$ cat src/rtl/div_pkg.sv
// Package: register address map and shared constants for the divider.
// Assumes byte-wide bus data and a 16-bit dividend (two byte lanes).
package div_pkg;
    localparam int BUS_W     = 8;
    localparam int DVD_BASE  = 0;  // dividend low/high lanes
    localparam int DVS_ADDR  = 2;  // divisor byte, starts a division
    localparam int MULB_ADDR = 3;  // multiplier second operand
    localparam int QUO_BASE  = 4;  // quotient low/high lanes
    localparam int REM_BASE  = 6;  // remainder low/high lanes

    typedef enum logic [1:0] {
        ACT_NONE  = 2'd0,
        ACT_START = 2'd1,
        ACT_MULB  = 2'd2
    } div_act_e;
endpackage

$ cat src/rtl/div_regs.sv
// Operand registers: holds the dividend lanes and the divisor, and decodes
// the two writes that act on the sequencer (divisor start, multiplier operand).
// Assumes NUM_W is a multiple of the bus width and DEN_W <= bus width.
module div_regs
    import div_pkg::*;
#(
    parameter int NUM_W  = 16,
    parameter int DEN_W  = 8,
    parameter int ADDR_W = 3
) (
    input  logic              clk,
    input  logic              rst_n,
    input  logic              bus_wr,
    input  logic [ADDR_W-1:0] bus_addr,
    input  logic [BUS_W-1:0]  bus_wdata,
    output logic [NUM_W-1:0]  dividend,
    output logic [DEN_W-1:0]  divisor,
    output div_act_e          act,
    output logic [BUS_W-1:0]  act_byte
);
    localparam int LANES = NUM_W / BUS_W;

    logic [BUS_W-1:0] lane_q [LANES];

    for (genvar g = 0; g < LANES; g++) begin : g_lane
        // Capture one dividend byte lane on a write to its address.
        always_ff @(posedge clk) begin
            if (!rst_n)
                lane_q[g] <= '0;
            else if (bus_wr && bus_addr == ADDR_W'(DVD_BASE + g))
                lane_q[g] <= bus_wdata;
        end
        assign dividend[g*BUS_W +: BUS_W] = lane_q[g];
    end

    // Capture the divisor byte.
    always_ff @(posedge clk) begin
        if (!rst_n)
            divisor <= '0;
        else if (bus_wr && bus_addr == ADDR_W'(DVS_ADDR))
            divisor <= bus_wdata[DEN_W-1:0];
    end

    // Decode the writes that command the sequencer.
    always_comb begin
        act      = ACT_NONE;
        act_byte = bus_wdata;
        if (bus_wr && bus_addr == ADDR_W'(DVS_ADDR))
            act = ACT_START;
        else if (bus_wr && bus_addr == ADDR_W'(MULB_ADDR))
            act = ACT_MULB;
    end
endmodule

$ cat src/rtl/div_step.sv
// One restoring-division step: shifts the top quotient-register bit into the
// partial remainder, subtracts the divisor when it fits and shifts the new
// result bit in at bit 0. Purely combinational.
// Assumes the partial remainder stays below a nonzero divisor; with a zero
// divisor every trial fits and the remainder collects the dividend bits.
module div_step #(
    parameter int NUM_W = 16,
    parameter int DEN_W = 8
) (
    input  logic [NUM_W-1:0] rem_in,
    input  logic [NUM_W-1:0] quo_in,
    input  logic [DEN_W-1:0] den,
    output logic [NUM_W-1:0] rem_out,
    output logic [NUM_W-1:0] quo_out
);
    logic [NUM_W:0] trial;
    logic [NUM_W:0] den_x;
    logic [NUM_W:0] diff;
    logic           fits;

    // Form the trial remainder and compare it with the divisor.
    always_comb begin
        trial   = {rem_in, quo_in[NUM_W-1]};
        den_x   = (NUM_W+1)'(den);
        fits    = (trial >= den_x);
        diff    = trial - den_x;
        rem_out = fits ? diff[NUM_W-1:0] : trial[NUM_W-1:0];
        quo_out = {quo_in[NUM_W-2:0], fits};
    end
endmodule

$ cat src/rtl/div_core.sv
// Sequencer: owns the quotient, remainder and step counter. A start loads
// the dividend and clears the remainder, a multiplier-operand write overrides
// the quotient and stops the run, and each enabled cycle runs one step.
// Assumes the divisor register is stable while a run is in progress.
module div_core
    import div_pkg::*;
#(
    parameter int NUM_W = 16,
    parameter int DEN_W = 8,
    parameter int STEPS = NUM_W,
    parameter int CNT_W = $clog2(STEPS + 1)
) (
    input  logic             clk,
    input  logic             rst_n,
    input  logic             cpu_en,
    input  div_act_e         act,
    input  logic [BUS_W-1:0] act_byte,
    input  logic [NUM_W-1:0] dividend,
    input  logic [DEN_W-1:0] divisor,
    output logic [NUM_W-1:0] quot,
    output logic [NUM_W-1:0] rem,
    output logic [CNT_W-1:0] cnt
);
    logic [NUM_W-1:0] rem_nx;
    logic [NUM_W-1:0] quo_nx;

    div_step #(.NUM_W(NUM_W), .DEN_W(DEN_W)) u_step (
        .rem_in (rem),
        .quo_in (quot),
        .den    (divisor),
        .rem_out(rem_nx),
        .quo_out(quo_nx)
    );

    // Load, override or advance the result registers.
    always_ff @(posedge clk) begin
        if (!rst_n) begin
            quot <= '0;
            rem  <= '0;
            cnt  <= '0;
        end else if (act == ACT_START) begin
            quot <= dividend;
            rem  <= '0;
            cnt  <= CNT_W'(STEPS);
        end else if (act == ACT_MULB) begin
            quot <= NUM_W'(act_byte);
            cnt  <= '0;
        end else if (cpu_en && cnt != '0) begin
            quot <= quo_nx;
            rem  <= rem_nx;
            cnt  <= cnt - 1'b1;
        end
    end
endmodule

$ cat src/rtl/div_rdmux.sv
// Read path: selects a quotient or remainder byte lane by address and
// returns 0 for every other address. Combinational, so reads never stall.
module div_rdmux
    import div_pkg::*;
#(
    parameter int NUM_W  = 16,
    parameter int ADDR_W = 3
) (
    input  logic [ADDR_W-1:0] bus_addr,
    input  logic [NUM_W-1:0]  quot,
    input  logic [NUM_W-1:0]  rem,
    output logic [BUS_W-1:0]  bus_rdata
);
    localparam int LANES = NUM_W / BUS_W;

    // Pick the addressed lane of either result register.
    always_comb begin
        bus_rdata = '0;
        for (int i = 0; i < LANES; i++) begin
            if (bus_addr == ADDR_W'(QUO_BASE + i))
                bus_rdata = quot[i*BUS_W +: BUS_W];
            if (bus_addr == ADDR_W'(REM_BASE + i))
                bus_rdata = rem[i*BUS_W +: BUS_W];
        end
    end
endmodule

$ cat src/rtl/div_top.sv
// Top of the bus-mapped divider: operand registers, sequencer and read path.
// Assumes cpu_en pulses once per processor cycle in the clk domain.
module div_top
    import div_pkg::*;
#(
    parameter int NUM_W  = 16,
    parameter int DEN_W  = 8,
    parameter int ADDR_W = 3
) (
    input  logic              clk,
    input  logic              rst_n,
    input  logic              cpu_en,
    input  logic              bus_wr,
    input  logic [ADDR_W-1:0] bus_addr,
    input  logic [7:0]        bus_wdata,
    output logic [7:0]        bus_rdata
);
    localparam int STEPS = NUM_W;
    localparam int CNT_W = $clog2(STEPS + 1);

    logic [NUM_W-1:0] dividend;
    logic [DEN_W-1:0] divisor;
    div_act_e         act;
    logic [BUS_W-1:0] act_byte;
    logic [NUM_W-1:0] quot;
    logic [NUM_W-1:0] rem;
    logic [CNT_W-1:0] cnt;

    div_regs #(.NUM_W(NUM_W), .DEN_W(DEN_W), .ADDR_W(ADDR_W)) u_regs (
        .clk      (clk),
        .rst_n    (rst_n),
        .bus_wr   (bus_wr),
        .bus_addr (bus_addr),
        .bus_wdata(bus_wdata),
        .dividend (dividend),
        .divisor  (divisor),
        .act      (act),
        .act_byte (act_byte)
    );

    div_core #(.NUM_W(NUM_W), .DEN_W(DEN_W), .STEPS(STEPS), .CNT_W(CNT_W)) u_core (
        .clk     (clk),
        .rst_n   (rst_n),
        .cpu_en  (cpu_en),
        .act     (act),
        .act_byte(act_byte),
        .dividend(dividend),
        .divisor (divisor),
        .quot    (quot),
        .rem     (rem),
        .cnt     (cnt)
    );

    div_rdmux #(.NUM_W(NUM_W), .ADDR_W(ADDR_W)) u_rd (
        .bus_addr (bus_addr),
        .quot     (quot),
        .rem      (rem),
        .bus_rdata(bus_rdata)
    );
endmodule

$ cat config.mk
export PLATFORM = sky130hd
export DESIGN_NAME = div_top
export DESIGN_NICKNAME = d
export VERILOG_FILES = /design/src/rtl/div_pkg.sv /design/src/rtl/div_regs.sv /design/src/rtl/div_step.sv /design/src/rtl/div_core.sv /design/src/rtl/div_rdmux.sv /design/src/rtl/div_top.sv
export SDC_FILE = /design/constraint.sdc
export NUM_CORES = 1
export LEC_CHECK = 0
export BUFFER_PORTS_ARGS = -buffer_cell sky130_fd_sc_hd__buf_2
export CORE_AREA = 2 2 89 91
export CTS_CLUSTER_DIAMETER = 120
export CTS_CLUSTER_SIZE = 8
export DETAILED_ROUTE_END_ITERATION = 8
export DIE_AREA = 0 0 91 93
export GPL_TIMING_DRIVEN = 0
export PLACE_DENSITY_LB_ADDON = 0.05
export SETUP_SLACK_MARGIN = 0.02
export SLEW_MARGIN = 25
export SYNTH_ARGS = -nofsm -noshare
export SYNTH_HDL_FRONTEND = slang
export SYNTH_HIERARCHICAL = 1
export SYNTH_SLANG_ARGS = --single-unit
$ cat constraint.sdc
create_clock -name clk -period 2.5 [get_ports clk]
set_input_delay 0.25 -clock clk [delete_from_list [all_inputs] [get_ports clk]]
set_output_delay 0.25 -clock clk [all_outputs]
set_load 0.05 [all_outputs]
==> results.yml, run 1 <==
status:
  status: "finished clean"
run:
  drv_cap: 0
sta:
  final-setup-viol-count: 0
  clock.fmax_mhz: 412
  setup-tns-final_ns: 0
  min_period_ns: 2.43
  holdWs_ns: 0.188
  relSlewSlack_pct: 50.0
  finalHoldViolCount: 0
  worstMarginPinSlew_ns: 0.746
  maxSlewViolCount: 0
  skew_ns: 0.0107
  period_share_pct: 97.2
layout:
  nets: 517
  areaGrowthSynthToFinish_pct: 14.9
  layout_common_cells: "71 x nand2_1, 42 x dfxtp_1, 40 x mux2i_1"
  nFillCells: 691
  final_area_sq_um: 4710
  final_layout_size_suffix_gt1_share_pct: 28.8
  final_common_cell: "nand2_1"
  finalNonFillerCells: 599
  postLayoutCoreUtil_pct: 62.5
  antennaDiodeCount: 0
placement:
  place_area_sq_um: 4330
  io_buffers: 20
  gp_congestion: 0.807
  hpwlAfterDp_mm: 7.21
  dpl.cell_count: 578
cts:
  numCtsBuffers: 9
  clk_latency_ns: 0.34
  cts_hold_buf: 0
  root_buffer: "clkbuf_8"
  cts_tree: "done"
  htree_levels: 3
  clk_pin_slew_ns: 0.07
  cts_max_path_buffers: 2
  clock_sink_count: 61
critical_path:
  end_kind: "flop"
  crit_arrival_ns: 2.70
  crit_required_ns: 2.77
  critPathMaxFanout: 10
  path_class: "flop to flop"
  cp-start-kind: "flop"
routing:
  dr.pass1.iters: 5
  drcViolationCount: 0
  drt_iter0_markers: 188
  routedWlPerCell_microns: 16.2
  num_vias: 3356
  ant_nets: 0
  drt-total-wl_mm: 9.73
  viasPerCell: 5.60
power_and_ir_drop:
  peakVddDrop_v: 0.000510
  cellPowerDensity_nw_per_um2: 1110
  p_leak_uw: 0.00188
global_route:
  antenna_found_initial: 0
  globalRouteOverflowTotal: 0
  grt_start_max_net_pins: 12
  grt_usage_pct: 23.8
  grt_pass1_wl_mm: 15.8
  grt_pass1_vias: 3193
floorplanning:
  coreArea_sq_um: 7530
  die-area_sq_um: 8460
  row_count: 32
  pin_count: 23
  start_util_pct: 54.4
  fp.dieW_microns: 91
  die_h_microns: 93
yosys:
  synth-seq-cells: 61
  synth_edf_count: 16
  syn_nets: 481
  synth_warnings: 6
  synthArstFlopShare_pct: 0
  synthFlopType: "dfxtp_1"
  avgSynthCellArea_sq_um: 8.98
  syn-instance-count: 456
  synth.distinct_cells: 59
  ys_seq_area_share_pct: 33.7
  synth_area_sq_um: 4100
hold_path:
  hp-class: "input pin to flop"
-- critical path, cell delays in order (launching register included) --
cell and delay [ns]:
dfxtp_1 0.34, inv_1 0.09, ha_4 0.30, nand2_1 0.08
or3_4 0.42, and3b_4 0.20, buf_6 0.14, a211oi_1 0.36
xor2_1 0.24, nand2_2 0.07, a21oi_2 0.11
-- worst paths after layout --
path	slack, ns	from	to	cells past startpoint
setup reg to reg	0.07	u_regs/divisor[4]	u_core/rem[14]	10
setup / recovery	0.07	u_regs/divisor[4]	u_core/rem[14]	10
hold reg to reg	0.46	u_regs/divisor[7]	u_regs/divisor[7]	2
hold / removal	0.19	bus_wdata[0]	u_regs/divisor[0]	3
-- layout make-up --
class | count | area [sq um] | share of cell area (%)
flip-flops and latches | 61 | 1390 | 29.5
clock inverters | 4 | 71.3 | 1.52
repair buffers | 26 | 145 | 3.08
inverters | 22 | 82.6 | 1.75
plain buffers | 54 | 387 | 8.22
well taps | 102 | 128 | 2.71
multi-input cells | 318 | 2360 | 50.1
clock buffers | 12 | 145 | 3.08
-- flip-flops by register name (all words and copies together) (netlist names) --
| signal | cells |
|---|---|
| u_core/quot | 16 |
| u_core/rem | 16 |
| u_regs/lane_q | 16 |
| u_regs/divisor | 8 |
| u_core/cnt | 5 |
-- Yosys cell counts (all sizes together) (2+ instances only) --
| cell type | number | area (sq um) |
|---|---|---|
| nand2 | 81 | 329 |
| buf | 48 | 360 |
| dfxtp | 45 | 901 |
| mux2i | 40 | 400 |
| inv | 22 | 82.6 |
| a21oi | 20 | 138 |
| edfxtp | 16 | 480 |
| o211ai | 16 | 120 |
| nand3 | 15 | 85.1 |
| nor4 | 12 | 87.6 |
| o21ai | 12 | 60.1 |
| a21boi | 11 | 93.8 |
| nor3 | 11 | 55.1 |
| ha | 9 | 113 |
| nor2 | 9 | 33.8 |
| mux2 | 8 | 90.1 |
| o211a | 8 | 80.1 |
| o22ai | 8 | 50.1 |
| xor2 | 8 | 70.1 |
| clkbuf | 7 | 27.5 |
| xnor2 | 7 | 61.3 |
| nand2b | 6 | 37.5 |
| a211oi | 4 | 30.0 |
| or3 | 4 | 30.0 |
| a31oi | 3 | 18.8 |
| nand4b | 3 | 26.3 |
| and2 | 2 | 12.5 |
| nand3b | 2 | 27.5 |
| o21a | 2 | 15.0 |
| o31ai | 2 | 15.0 |
-- kinds of logic (layout without fill, tap and decap cells) --
group                    count (synthesis)  after routing  synth area share [%]
flip-flops                              61             61                  33.7
AND/OR/NAND/NOR                        153            153                  19.8
adder cells (fa/ha/maj)                 10             10                  3.24
XOR/XNOR                                15             15                  3.21
AO/OA/AOI/OAI                           92             92                  16.6
buffers and inverters                   77            118                  11.5
multiplexers                            48             48                  12.0
-- routing by layer --
metal	up-vias	part of all wire, %	GRT usage (%)
met1	1615	48	33.1
met2	66	46	37.3
met4	0	1.5	9.85
li1	1665	-	-
met5	-	0	0
met3	10	3.6	3.22
-- report_power, final --
group          leakage (uW)  internal [uW]  switching (uW)
combinational       0.00125           1320            1460
clock              0.000111            589             401
sequential         0.000522           1210             233
-- per-stage QoR --
stage                     total power, uW  setup slack, ns
after global routing                 5560          -0.0633
after detailed placement             3960           -0.283
after CTS                            5020           0.0292
after global placement               3910           -0.287
after floorplan                      3450           0.0348
final                                5220           0.0706
-- what timing repair did --
| item | 4_1_cts | 5_1_grt |
|---|---|---|
| resized for setup | 6 | 20 |
| endpoints found under the setup margin | 2 | 10 |
| pin swaps | 1 | 6 |
| buffers inserted | 1 | 5 |
No activity file was read; power rests on OpenSTA's default activity.
==> run 2: changes to the inputs <==
ABC_AREA = 1   (was default)
CORE_AREA = 2 2 93 95   (was 2 2 89 91)
DIE_AREA = 0 0 95 97   (was 0 0 91 93)
==> results.yml, run 2 <==
global_route:
  globalRouteOverflowTotal: 0
  grt_usage_pct: 26.2
  grt_pass1_wl_mm: 19.0
  grt_pass1_vias: 3887
  antenna_found_initial: 0
  grt_start_max_net_pins: 14
cts:
  post_cts_buffers: 0
  clk_pin_slew_ns: 0.07
  numCtsBuffers: 9
  root_buffer: "clkbuf_8"
  post_cts_resized: 0
  clk_latency_ns: 0.33
  cts_max_path_buffers: 2
  cts_hold_buf: 0
  htree_levels: 3
  cts_tree: "done"
  clock_sink_count: 61
critical_path:
  r2r-start: "u_core/quot[15]"
  crit_required_ns: 2.72
  timing.rr.end: "u_core/rem[12]"
  path_class: "flop to flop"
  rrSetupSlack_ns: 0.40
  crit_arrival_ns: 2.32
  end_kind: "flop"
  rr_worst_depth: 11
  critPathMaxFanout: 4
  cp-start-kind: "flop"
layout:
  final_layout_size_suffix_gt1_share_pct: 15.8
  antennaDiodeCount: 0
  areaGrowthSynthToFinish_pct: 10.2
  layout_common_cells: "191 x nand2_1, 124 x nor2_1, 97 x inv_1"
  final_area_sq_um: 4920
  finalNonFillerCells: 831
  multi_input_area_sq_um: 2300
  nFillCells: 800
  seqCellArea_sq_um: 1380
  nets: 746
  final_common_cell: "nand2_1"
  postLayoutCoreUtil_pct: 60.5
  reg_top3: "u_core/quot (16), u_core/rem (16), u_regs/lane_q (16)"
routing:
  num_vias: 4238
  ant_nets: 0
  drcViolationCount: 0
  dr.pass1.iters: 5
  drt-total-wl_mm: 11.2
  viasPerCell: 5.10
  drt_iter0_markers: 338
  routedWlPerCell_microns: 13.5
placement:
  gp_congestion: 0.955
  io_buffers: 22
  place_area_sq_um: 4710
  hpwlAfterDp_mm: 8.79
  dpl.cell_count: 815
sta:
  clock.fmax_mhz: 476
  worstMarginPinSlew_ns: 0.697
  rsz0062_at_grt: "no"
  period_share_pct: 84.0
  min_period_ns: 2.10
  setup-tns-final_ns: 0
  finalHoldViolCount: 0
  final-setup-viol-count: 0
  maxSlewViolCount: 0
  skew_ns: 0.0117
  relSlewSlack_pct: 53.3
yosys:
  syn_nets: 713
  synthFlopType: "dfxtp_1"
  synth_edf_count: 16
  yosysMostFrequentCell: "nand2_1"
  synth_top_area_share_pct: 20.2
  synth_area_leaders: "dfxtp_1 20%, nand2_1 16%, edfxtp_1 11%"
  synth_area_sq_um: 4470
  synth_warnings: 6
  yosys-top-cells-count: "191 x nand2_1, 124 x nor2_1, 97 x inv_1"
  synth-seq-cells: 61
  synth_top_area_cell: "dfxtp_1"
  syn-instance-count: 688
  synth.distinct_cells: 39
  synthArstFlopShare_pct: 0
  avgSynthCellArea_sq_um: 6.49
  ys_seq_area_share_pct: 30.9
status:
  status: "finished clean"
floorplanning:
  die-area_sq_um: 9220
  start_util_pct: 54.9
  die_h_microns: 97
  row_count: 33
  fp.dieW_microns: 95
  pin_count: 23
  coreArea_sq_um: 8130
run:
  drv_cap: 0
hold_path:
  hold_end: "u_regs/lane_q[0][7]"
  hold_depth: 3
  worstHoldStart: "bus_wdata[7]"
  hp-class: "input pin to flop"
power_and_ir_drop:
  p_leak_uw: 0.00253
  peakVddDrop_v: 0.000691
  cellPowerDensity_nw_per_um2: 1480
[run 2: cell count changes in the layout (fill, tap and decap cells not counted), sizes merged, moves of 16 or more]
cell | before | now
nand3 | 15 | 56
nand4 | 0 | 37
mux2i | 40 | 0
nand2 | 81 | 196
inv | 23 | 103
nor2 | 9 | 130
o211ai | 16 | 0
[run 2: per-stage QoR]
stage               worst slack [ns]  hold slack [ns]  total power (uW)
floorplan                      0.733            0.455              5310
global placement               0.425            0.466              6240
detailed placement             0.364            0.475              6300
CTS                            0.414            0.269              7240
global route                   0.269            0.281              8020
finish                         0.401            0.286              7300
[run 2: cell type report]
cell class	count	area share, %
buffer	48	8.08
clock buffer	13	3.23
timing repair buffer	22	2.24
clock inverter	3	0.915
multi-input combinational	474	46.7
inverter	105	8.11
sequential	61	28.1
tap	105	2.67
[run 2: power by group]
group | total [uW] | internal, uW | switching, uW | leakage (uW)
clock network | 900 | 516 | 384 | 0.0000959
registers | 1730 | 1320 | 405 | 0.000524
logic | 4670 | 1800 | 2870 | 0.00191
total | 7300 | 3640 | 3660 | 0.00253
[run 2: how the worst max path moves through the flow]
stage / start / endpoint / slack [ns] / cells after the start
2_1_floorplan: u_core/quot[15] / u_core/rem[12] / 0.73 / 11
3_3_place_gp: bus_addr[2] / u_core/rem[2] / 0.43 / 11
3_5_place_dp: bus_addr[2] / u_core/rem[4] / 0.36 / 11
4_1_cts: u_core/quot[15] / u_core/rem[12] / 0.41 / 11
5_1_grt: u_core/quot[15] / u_core/rem[12] / 0.27 / 11
6_report: u_core/quot[15] / u_core/rem[12] / 0.40 / 11
[run 2: logic make-up after synthesis]
group	after synthesis	share of synthesized area, %
XOR/XNOR	7	1.37
AND/OR/NAND/NOR	427	42.8
flip-flops	61	30.9
adder cells (fa/ha/maj)	10	2.97
buffers and inverters	153	17.8
AO/OA/AOI/OAI	30	4.12
[run 2: per-layer routing]
layer	track usage, %	routed length (microns)	up-vias
met3	3.74	734	14
met5	0	0	-
met2	38.5	4720	145
met4	6.91	146	0
li1	-	-	2192
met1	40.1	5640	1887
[run 2: critical path, stage by stage, from the launching register on]
cell and delay, ns:
dfxtp_1 0.43, inv_1 0.07, ha_1 0.23, fa_1 0.42, o21bai_1 0.26, nand2_1 0.15
nand4_1 0.10, nand2_1 0.05, nand2_1 0.05, inv_1 0.04, nor2_1 0.13, nor2_1 0.06
==> run 3: changes to the inputs <==
clock period = 1.9 ns   (was 2.5 ns; I/O delays follow)
==> results.yml, run 3 (synthesis results as in run 2) <==
global_route:
  grt_pass1_vias: 3937
  antenna_found_initial: 0
  grt_pass1_wl_mm: 19.3
  grt_start_max_net_pins: 14
  globalRouteOverflowTotal: 0
  grt_usage_pct: 26.6
status:
  status: "finished clean"
layout:
  nFillCells: 768
  areaGrowthSynthToFinish_pct: 16.5
  seqCellArea_sq_um: 1410
  finalNonFillerCells: 839
  multi_input_area_sq_um: 2480
  postLayoutCoreUtil_pct: 64.0
  final_common_cell: "nand2_1"
  reg_top3: "u_core/quot (16), u_core/rem (16), u_regs/lane_q (16)"
  final_layout_size_suffix_gt1_share_pct: 24.3
  nets: 754
  layout_common_cells: "181 x nand2_1, 116 x nor2_1, 88 x inv_1"
  antennaDiodeCount: 0
power_and_ir_drop:
  p_leak_uw: 0.00259
  share_seq_of_total_power_pct: 22.1
  combPwrFrac_pct: 66.7
  swShare_pct: 49.5
  p_sw_uw: 5230
  cellPowerDensity_nw_per_um2: 2030
  p_clk_share_pct: 11.2
  p_int_uw: 5340
  peakVddDrop_v: 0.00107
routing:
  drt-total-wl_mm: 11.7
  drt_iter0_markers: 279
  viasPerCell: 5.15
  dr.pass1.iters: 5
  num_vias: 4319
  routedWlPerCell_microns: 13.9
  drcViolationCount: 0
  ant_nets: 0
hold_path:
  hold_depth: 3
  hp-class: "input pin to flop"
cts:
  clk_pin_slew_ns: 0.08
  cts_hold_buf: 0
  clock_sink_count: 61
  cts_tree: "done"
  root_buffer: "clkbuf_8"
  numCtsBuffers: 9
  htree_levels: 3
  cts_max_path_buffers: 2
  clk_latency_ns: 0.33
critical_path:
  worst_path_max_delay_cell: "dfxtp_1"
  cp-start-kind: "flop"
  path_delay_family: "simple AND/OR/NAND/NOR gates"
  path_class: "flop to flop"
  cpPeakStageDelay_ns: 0.33
  crit_arrival_ns: 2.08
  critPathMaxFanout: 5
  end_kind: "flop"
  cp.depth: 15
  crit_required_ns: 2.14
  path_cells: "inv_1, ha_4, nand2_1, nand2_1, inv_2, nand2_1, nand2_1, nand3_2, nor2_4, inv_2, buf_6, nand2_2, nand2_1, nor2_1, nor2_1"
  cp_num_buf_inv: 4
  cp_common_cell: "nand2_1"
  rr_worst_depth: 15
sta:
  holdWs_ns: 0.228
  setup-tns-final_ns: 0
  relSlewSlack_pct: 52.7
  worstMarginPinSlew_ns: 0.705
  min_period_ns: 1.85
  rsz0062_at_grt: "yes"
  final-setup-viol-count: 0
  skew_ns: 0.0132
  maxSlewViolCount: 0
  clock.fmax_mhz: 542
  finalHoldViolCount: 0
  period_share_pct: 97.2
placement:
  gp_congestion: 0.955
  io_buffers: 22
  dpl.cell_count: 815
  hpwlAfterDp_mm: 8.79
floorplanning:
  pin_count: 23
  row_count: 33
  start_util_pct: 54.9
  fp.dieW_microns: 95
  coreArea_sq_um: 8130
  die-area_sq_um: 9220
  die_h_microns: 97
run:
  drv_cap: 0
-- run 3: changes by cell type in the layout (fill, tap and decap cells not counted), moves of 8 or more --
cell and change:
nand2_2 +9, inv_1 -9, nor2_1 -8, inv_2 +9, nand2_1 -10, dfxtp_1 -12, nor2_2 +8
-- run 3: power groups by stage --
stage	sequential, uW	clock [uW]	combinational [uW]
3_5_place_dp	2290	0	6000
6_report	2340	1190	7050
5_1_grt	2390	1260	7880
3_3_place_gp	2280	0	5930
4_1_cts	2300	1210	6210
2_1_floorplan	2040	0	4940
-- run 3: worst paths after layout --
| kind | start | endpoint | slack, ns |
|---|---|---|---|
| worst max-delay path | u_regs/divisor[4] | u_core/quot[0] | 0.05 |
| worst min-delay path | bus_wdata[7] | u_regs/lane_q[0][7] | 0.23 |
| worst max register to register | u_regs/divisor[4] | u_core/quot[0] | 0.05 |
| worst min register to register | u_regs/divisor[5] | u_regs/divisor[5] | 0.47 |
-- run 3: final cells by class --
cell class	count	share of cell area, %
multi-input combinational	474	47.7
sequential	61	27.1
buffer	48	7.84
inverter	105	7.67
timing repair buffer	30	3.27
clock buffer	13	3.05
tap	105	2.52
clock inverter	3	0.866
-- run 3: through the flow --
stage	setup slack [ns]	instance area, sq um	total power [uW]
6_report	0.0535	5200	10600
5_1_grt	-0.0943	5200	11500
4_1_cts	0.0171	5020	9720
3_5_place_dp	-0.176	4710	8300
3_3_place_gp	-0.134	4710	8210
2_1_floorplan	0.133	4470	6990
-- run 3: tightest hold or removal path, cell delays in order --
cell and delay (ns):
buf_2 0.09, inv_1 0.07, nor2_1 0.10
-- run 3: timing repair --
item / CTS / global route
pin swaps: 3 / 25
resized for setup: 17 / 53
endpoints found under the setup margin: 16 / 18
setup buffers: 2 / 5
gates cloned: 0 / 1
hold endpoints to repair: 0 / 0
-- run 3: routing by layer --
metal  wire, microns  track usage, %
met1            5660            40.4
met2            5020            39.0
met3             833            3.89
met4             183            7.25
met5               0               0
